[src/rtl/sarfe_pkg.sv]
package sarfe_pkg;

  typedef enum logic {
    SEQ_IDLE = 1'b0,
    SEQ_CONV = 1'b1
  } seq_state_t;

  // Counter width able to hold values 0..limit
  function automatic int cnt_width(input int limit);
    return (limit < 2) ? 1 : $clog2(limit + 1);
  endfunction

endpackage

[src/rtl/sarfe_sync.sv]
module sarfe_sync #(
  parameter int WIDTH = 2,
  parameter int STAGES = 2,
  parameter logic [WIDTH-1:0] RST_VAL = '1
) (
  input  logic             clk,
  input  logic             rst_n,
  input  logic [WIDTH-1:0] d,
  output logic [WIDTH-1:0] q
);

  logic [WIDTH-1:0] stage_q [STAGES];

  generate
    for (genvar g = 0; g < STAGES; g++) begin : g_stage
      if (g == 0) begin : g_first
        always_ff @(posedge clk or negedge rst_n) begin
          if (!rst_n) stage_q[g] <= RST_VAL;
          else        stage_q[g] <= d;
        end
      end else begin : g_next
        always_ff @(posedge clk or negedge rst_n) begin
          if (!rst_n) stage_q[g] <= RST_VAL;
          else        stage_q[g] <= stage_q[g-1];
        end
      end
    end
  endgenerate

  assign q = stage_q[STAGES-1];

endmodule

[src/rtl/sarfe_sequencer.sv]
module sarfe_sequencer
  import sarfe_pkg::*;
#(
  parameter int DATA_W = 12,
  parameter int CONV_CYCLES = 400
) (
  input  logic              clk,
  input  logic              rst_n,
  input  logic              start_req,
  input  logic [DATA_W-1:0] sample_in,
  output logic              busy_n,
  output logic [DATA_W-1:0] res_q,
  output logic              res_stale
);

  localparam int CNT_W = cnt_width(CONV_CYCLES);
  localparam logic [CNT_W-1:0] CNT_LOAD = CNT_W'(CONV_CYCLES - 1);

  seq_state_t        state_q;
  logic [CNT_W-1:0]  cnt_q;
  logic [DATA_W-1:0] hold_q;
  logic              hold_stale_q;
  logic              just_done_q;

  always_ff @(posedge clk or negedge rst_n) begin
    if (!rst_n) begin
      state_q      <= SEQ_IDLE;
      cnt_q        <= '0;
      hold_q       <= '0;
      hold_stale_q <= 1'b0;
      just_done_q  <= 1'b0;
      busy_n       <= 1'b1;
      res_q        <= '0;
      res_stale    <= 1'b0;
    end else begin
      case (state_q)
        SEQ_IDLE: begin
          just_done_q <= 1'b0;
          if (start_req) begin
            state_q      <= SEQ_CONV;
            cnt_q        <= CNT_LOAD;
            hold_q       <= sample_in;
            // no idle cycle since the last finish: no fresh acquisition
            hold_stale_q <= just_done_q;
            busy_n       <= 1'b0;
          end
        end
        SEQ_CONV: begin
          if (cnt_q == '0) begin
            state_q     <= SEQ_IDLE;
            res_q       <= hold_q;
            res_stale   <= hold_stale_q;
            busy_n      <= 1'b1;
            just_done_q <= 1'b1;
          end else begin
            cnt_q <= cnt_q - CNT_W'(1);
          end
        end
        default: state_q <= SEQ_IDLE;
      endcase
    end
  end

endmodule

[src/rtl/sarfe_bus_steer.sv]
module sarfe_bus_steer #(
  parameter int DATA_W = 12,
  parameter int GROUP_W = 8
) (
  input  logic [DATA_W-1:0]    res,
  input  logic                 swap,
  input  logic                 rd_en,
  output logic [2*GROUP_W-1:0] bus_q,
  output logic [2*GROUP_W-1:0] bus_oe
);

  localparam int LOW_W = DATA_W - GROUP_W;
  localparam int PAD_W = GROUP_W - LOW_W;

  logic [GROUP_W-1:0] word_hi;
  logic [GROUP_W-1:0] word_lo;

  assign word_hi = res[DATA_W-1 -: GROUP_W];

  generate
    if (PAD_W > 0) begin : g_pad
      assign word_lo = {res[LOW_W-1:0], {PAD_W{1'b0}}};
    end else begin : g_nopad
      assign word_lo = res[LOW_W-1:0];
    end
  endgenerate

  always_comb begin
    if (!rd_en) begin
      bus_q  = '0;
      bus_oe = '0;
    end else begin
      bus_oe = '1;
      bus_q  = swap ? {word_lo, word_hi} : {word_hi, word_lo};
    end
  end

endmodule

[src/rtl/sar_ctrl_frontend.sv]
module sar_ctrl_frontend #(
  parameter int DATA_W = 12,
  parameter int GROUP_W = 8,
  parameter int CONV_CYCLES = 400,
  parameter int SYNC_STAGES = 2
) (
  input  logic                 clk,
  input  logic                 rst_n,
  input  logic                 chip_sel_n,
  input  logic                 conv_rd_n,
  input  logic                 half_swap,
  input  logic [DATA_W-1:0]    sample_in,
  output logic                 conv_busy_n,
  output logic                 result_stale,
  output logic [2*GROUP_W-1:0] bus_q,
  output logic [2*GROUP_W-1:0] bus_oe
);

  logic [1:0]        ctl_s;
  logic              sel_s;
  logic              rc_s;
  logic              start_req;
  logic              rd_en;
  logic [DATA_W-1:0] res;

  sarfe_sync #(
    .WIDTH  (2),
    .STAGES (SYNC_STAGES),
    .RST_VAL(2'b11)
  ) u_sync (
    .clk  (clk),
    .rst_n(rst_n),
    .d    ({chip_sel_n, conv_rd_n}),
    .q    (ctl_s)
  );

  assign sel_s     = ctl_s[1];
  assign rc_s      = ctl_s[0];
  assign start_req = ~(sel_s | rc_s);
  assign rd_en     = ~sel_s & rc_s;

  sarfe_sequencer #(
    .DATA_W     (DATA_W),
    .CONV_CYCLES(CONV_CYCLES)
  ) u_seq (
    .clk      (clk),
    .rst_n    (rst_n),
    .start_req(start_req),
    .sample_in(sample_in),
    .busy_n   (conv_busy_n),
    .res_q    (res),
    .res_stale(result_stale)
  );

  sarfe_bus_steer #(
    .DATA_W (DATA_W),
    .GROUP_W(GROUP_W)
  ) u_steer (
    .res   (res),
    .swap  (half_swap),
    .rd_en (rd_en),
    .bus_q (bus_q),
    .bus_oe(bus_oe)
  );

endmodule

[config.mk]
export PLATFORM = sky130hd
export DESIGN_NAME = sar_ctrl_frontend
export DESIGN_NICKNAME = d
export VERILOG_FILES = /design/src/rtl/sarfe_pkg.sv /design/src/rtl/sarfe_sync.sv /design/src/rtl/sarfe_sequencer.sv /design/src/rtl/sarfe_bus_steer.sv /design/src/rtl/sar_ctrl_frontend.sv
export SDC_FILE = /design/constraint.sdc
export NUM_CORES = 1
export LEC_CHECK = 0
export BUFFER_PORTS_ARGS = -buffer_cell sky130_fd_sc_hd__clkbuf_2
export CORE_MARGIN = 8
export CORE_UTILIZATION = 48
export DETAILED_ROUTE_END_ITERATION = 8
export PLACE_DENSITY = 0.76
export SLEW_MARGIN = 40
export SYNTH_ARGS = -nofsm -noshare
export SYNTH_HDL_FRONTEND = slang
export SYNTH_SLANG_ARGS = --single-unit
[constraint.sdc]
create_clock -name clk -period 2 [get_ports clk]
set_input_delay 0.3 -clock clk [delete_from_list [all_inputs] [get_ports clk]]
set_output_delay 0.3 -clock clk [all_outputs]
set_load 0.05 [all_outputs]
==> results.toml <==
[status]
status = "finished with violations"
violations = "hold timing"

[place]
numPortBuffers = 50
place_congestion = 0.874
place_inst = 287
hpwl_mm = 3.14

[timing]
hold_viol = 3
finClkSkew_ns = 0.00529
finalSetupTns_ns = 0
drv_slew = 0
clock.fmax_mhz = 515
setup_viol = 0
relSlewSlack_pct = 61.3
rsz0062_at_grt = "yes"
fin_crit_sh_pct = 97.0
holdWs_ns = -0.00227
fin_crit_ns = 1.94
worst_pin_slew_ns = 0.581

[die]
die-area_mm2 = 0.00670
die_h_um = 81.8
rows = 24
fp.coreArea_mm2 = 0.00426
die_x_um = 81.8
ioPinCount = 51
initial_utilization_pct = 48.8

[synth]
synth-seq-cells = 42
synth_ff_type = "dfrtp_1"
ys_warn_count = 0
syn_nets = 217
synth_cells = 199
synth.cell_area_mm2 = 0.00208
syn_area_per_cell_um2 = 10.5
synthArstFlopShare_pct = 100
ys_seq_area_share_pct = 50.8
synth_edf_count = 0
synth.distinct_cells = 37

[worst_setup_path]
worstSetupPathType = "register to register"
critPathLaunchType = "register"
crit_fanout = 12
worst_path_max_delay_cell = "or4b_4"
r2r-end = "u_seq.res_q[4]$_DFFE_PN0P_"
regToRegStartpoint = "u_seq.cnt_q[5]$_DFFE_PN0P_"
path_cells = "or4b_4, or3_4, buf_12, mux2_4"
cp.arrival_ns = 2.11
r2r_slack_ns = 0.06
r2r_cells = 4
end_kind = "register"
endpoint = "u_seq.res_q[4]$_DFFE_PN0P_"
cp.required_ns = 2.17
critical_path.startpoint = "u_seq.cnt_q[5]$_DFFE_PN0P_"
max_stage_delay_ns = 0.57

[global_route]
antenna_found_initial = 0
overflow = 0
track_usage_pct = 12.3
grt_pass1_vias = 1476
grt_max_degree = 23
grt_pass1_wl_mm = 6.44

[final_layout]
drive_above_1_share_pct = 39.9
fin_util_pct = 58.5
synthToLayoutAreaGrowth_pct = 19.8
fin_cells = 295
fillers = 369
fin_nets = 260
antenna_cells = 0
layout_commonest_cell = "nand2_1"
layout_common_cells = "nand2_1 (43), clkbuf_2 (39), dfrtp_1 (37)"

[power_and_ir_drop]
pwr-share-comb_pct = 8.9
power.leakage_nw = 1.28
sequentialPowerShare_pct = 52.5
power_w = 0.00167
p_sw_share_pct = 23.2
p_int_w = 0.00128
power.share.clock_pct = 38.6
ir_drop_mv = 0.545
p_per_area_mw_per_mm2 = 671
power_switching_w = 0.000388

[routing]
dr_total_vias = 1496
wl_per_cell_um = 13.5
viasPerCell = 5.07
antenna_left = 0
wirelength_mm = 3.98
drcViolationCount = 0
drt_iter0_drc = 53
firstDrtPassIters = 4

[clock_tree]
clk_path_buf_depth = 2
clkSinkCount = 42
cts_tree = "yes"
cts_hold_buf = 0
cts_root_buffer = "clkbuf_8"
clock_latency_ns = 0.29
htreeDepth = 2
clk_pin_slew_ns = 0.08
cts_buffers = 5

[worst_hold_path]
min_path_type = "input port to asynchronous set/reset pin"

[flow_run]
drv_cap = 0
==> stage by stage <==
stage | setup slack [ns] | instance area [um^2] | hold WS, ns
floorplan | -0.00223 | 2090 | 0.00441
global placement | 0.0689 | 2330 | 0.315
detailed placement | 0.0245 | 2330 | 0.322
CTS | 0.00152 | 2440 | 0.00896
global route | -0.00500 | 2490 | 0.0322
finish | 0.0591 | 2490 | -0.00227
==> power groups by stage <==
stage,logic [W],registers [W],clock network [W]
finish,0.000149,0.000878,0.000646
CTS,0.000146,0.000878,0.000660
global placement,0.000143,0.000893,0
floorplan,0.000109,0.000891,0
global route,0.000160,0.000880,0.000699
detailed placement,0.000145,0.000894,0
==> registers in the layout (all words and copies together) (netlist names) <==
register            flops
u_seq.hold_q           12
u_seq.res_q            12
u_seq.cnt_q             9
u_sync.q                2
u_sync.stage_q          2
u_seq.busy_n            1
u_seq.hold_stale_q      1
u_seq.just_done_q       1
u_seq.res_stale         1
u_seq.state_q           1
==> kinds of logic after synthesis <==
| logic type | count (synthesis) | share of synthesized area (%) |
|---|---|---|
| mux | 24 | 14.0 |
| buf+inv | 31 | 10.0 |
| simple gates | 85 | 19.4 |
| fa+ha+maj | 1 | 0.601 |
| flops | 42 | 50.8 |
| compound gates | 16 | 5.17 |
==> cell usage after synthesis, types with 2 or more instances <==
cell type,n,area share (%)
a21oi_1,3,0.72
and2_1,4,1.2
and3_1,4,1.2
buf_4,16,5.8
buf_6,2,1.1
clkbuf_1,6,1.1
dfrtp_1,37,44
dfstp_2,5,6.3
inv_1,4,0.72
mux2_2,4,2.2
mux2_4,9,6.5
mux2i_1,11,5.3
nand2_1,43,7.8
nand2b_1,2,0.60
nor2_1,16,2.9
nor3_1,3,0.72
o21a_1,2,0.72
o21ai_0,4,0.96
o311ai_0,2,0.84
o31ai_1,2,0.72
or3_1,3,0.90
or4b_2,2,0.96
==> worst min-delay path by stage <==
stage | cells after the start | end | start | slack [ns]
6_report | 1 | u_seq.cnt_q[5]$_DFFE_PN0P_ | rst_n | -0.002
5_1_grt | 1 | u_seq.cnt_q[0]$_DFFE_PN0P_ | rst_n | 0.03
4_1_cts | 1 | u_seq.cnt_q[5]$_DFFE_PN0P_ | rst_n | 0.009
3_5_place_dp | 1 | u_seq.cnt_q[1]$_DFFE_PN0P_ | rst_n | 0.32
3_3_place_gp | 1 | u_seq.cnt_q[1]$_DFFE_PN0P_ | rst_n | 0.32
2_1_floorplan | 0 | u_seq.cnt_q[0]$_DFFE_PN0P_ | rst_n | 0.004
==> timing repair <==
| action | CTS | global route |
|---|---|---|
| buffers inserted | 0 | 0 |
| gates resized for setup | 1 | 27 |
| endpoints found under the setup margin | 14 | 28 |
==> critical path, delay by kind of cell, from the launching register on <==
family                 cells  cell delay, ns
AND/OR/NAND/NOR            2            0.93
flip-flops                 1            0.44
multiplexers               1            0.29
buffers and inverters      1            0.16
==> area by class of cell <==
type	instances	area, um^2	share of cell area [%]
multi-input cells	126	851	34.1
repair buffers	63	398	16.0
flip-flops and latches	42	1060	42.4
clock inverters	1	30.0	1.20
clock buffers	7	76.3	3.06
inverters	4	15.0	0.602
well taps	52	65.1	2.61
==> layer usage <==
layer | GRT usage, % | up-vias | share of wire (%)
met5 | 0 | - | 0
met4 | 4.74 | 0 | 0.65
met3 | 3.94 | 2 | 9.3
met2 | 21.7 | 40 | 49
met1 | 13.3 | 720 | 41
li1 | - | 734 | -
Power figures use the tool's default switching activity.
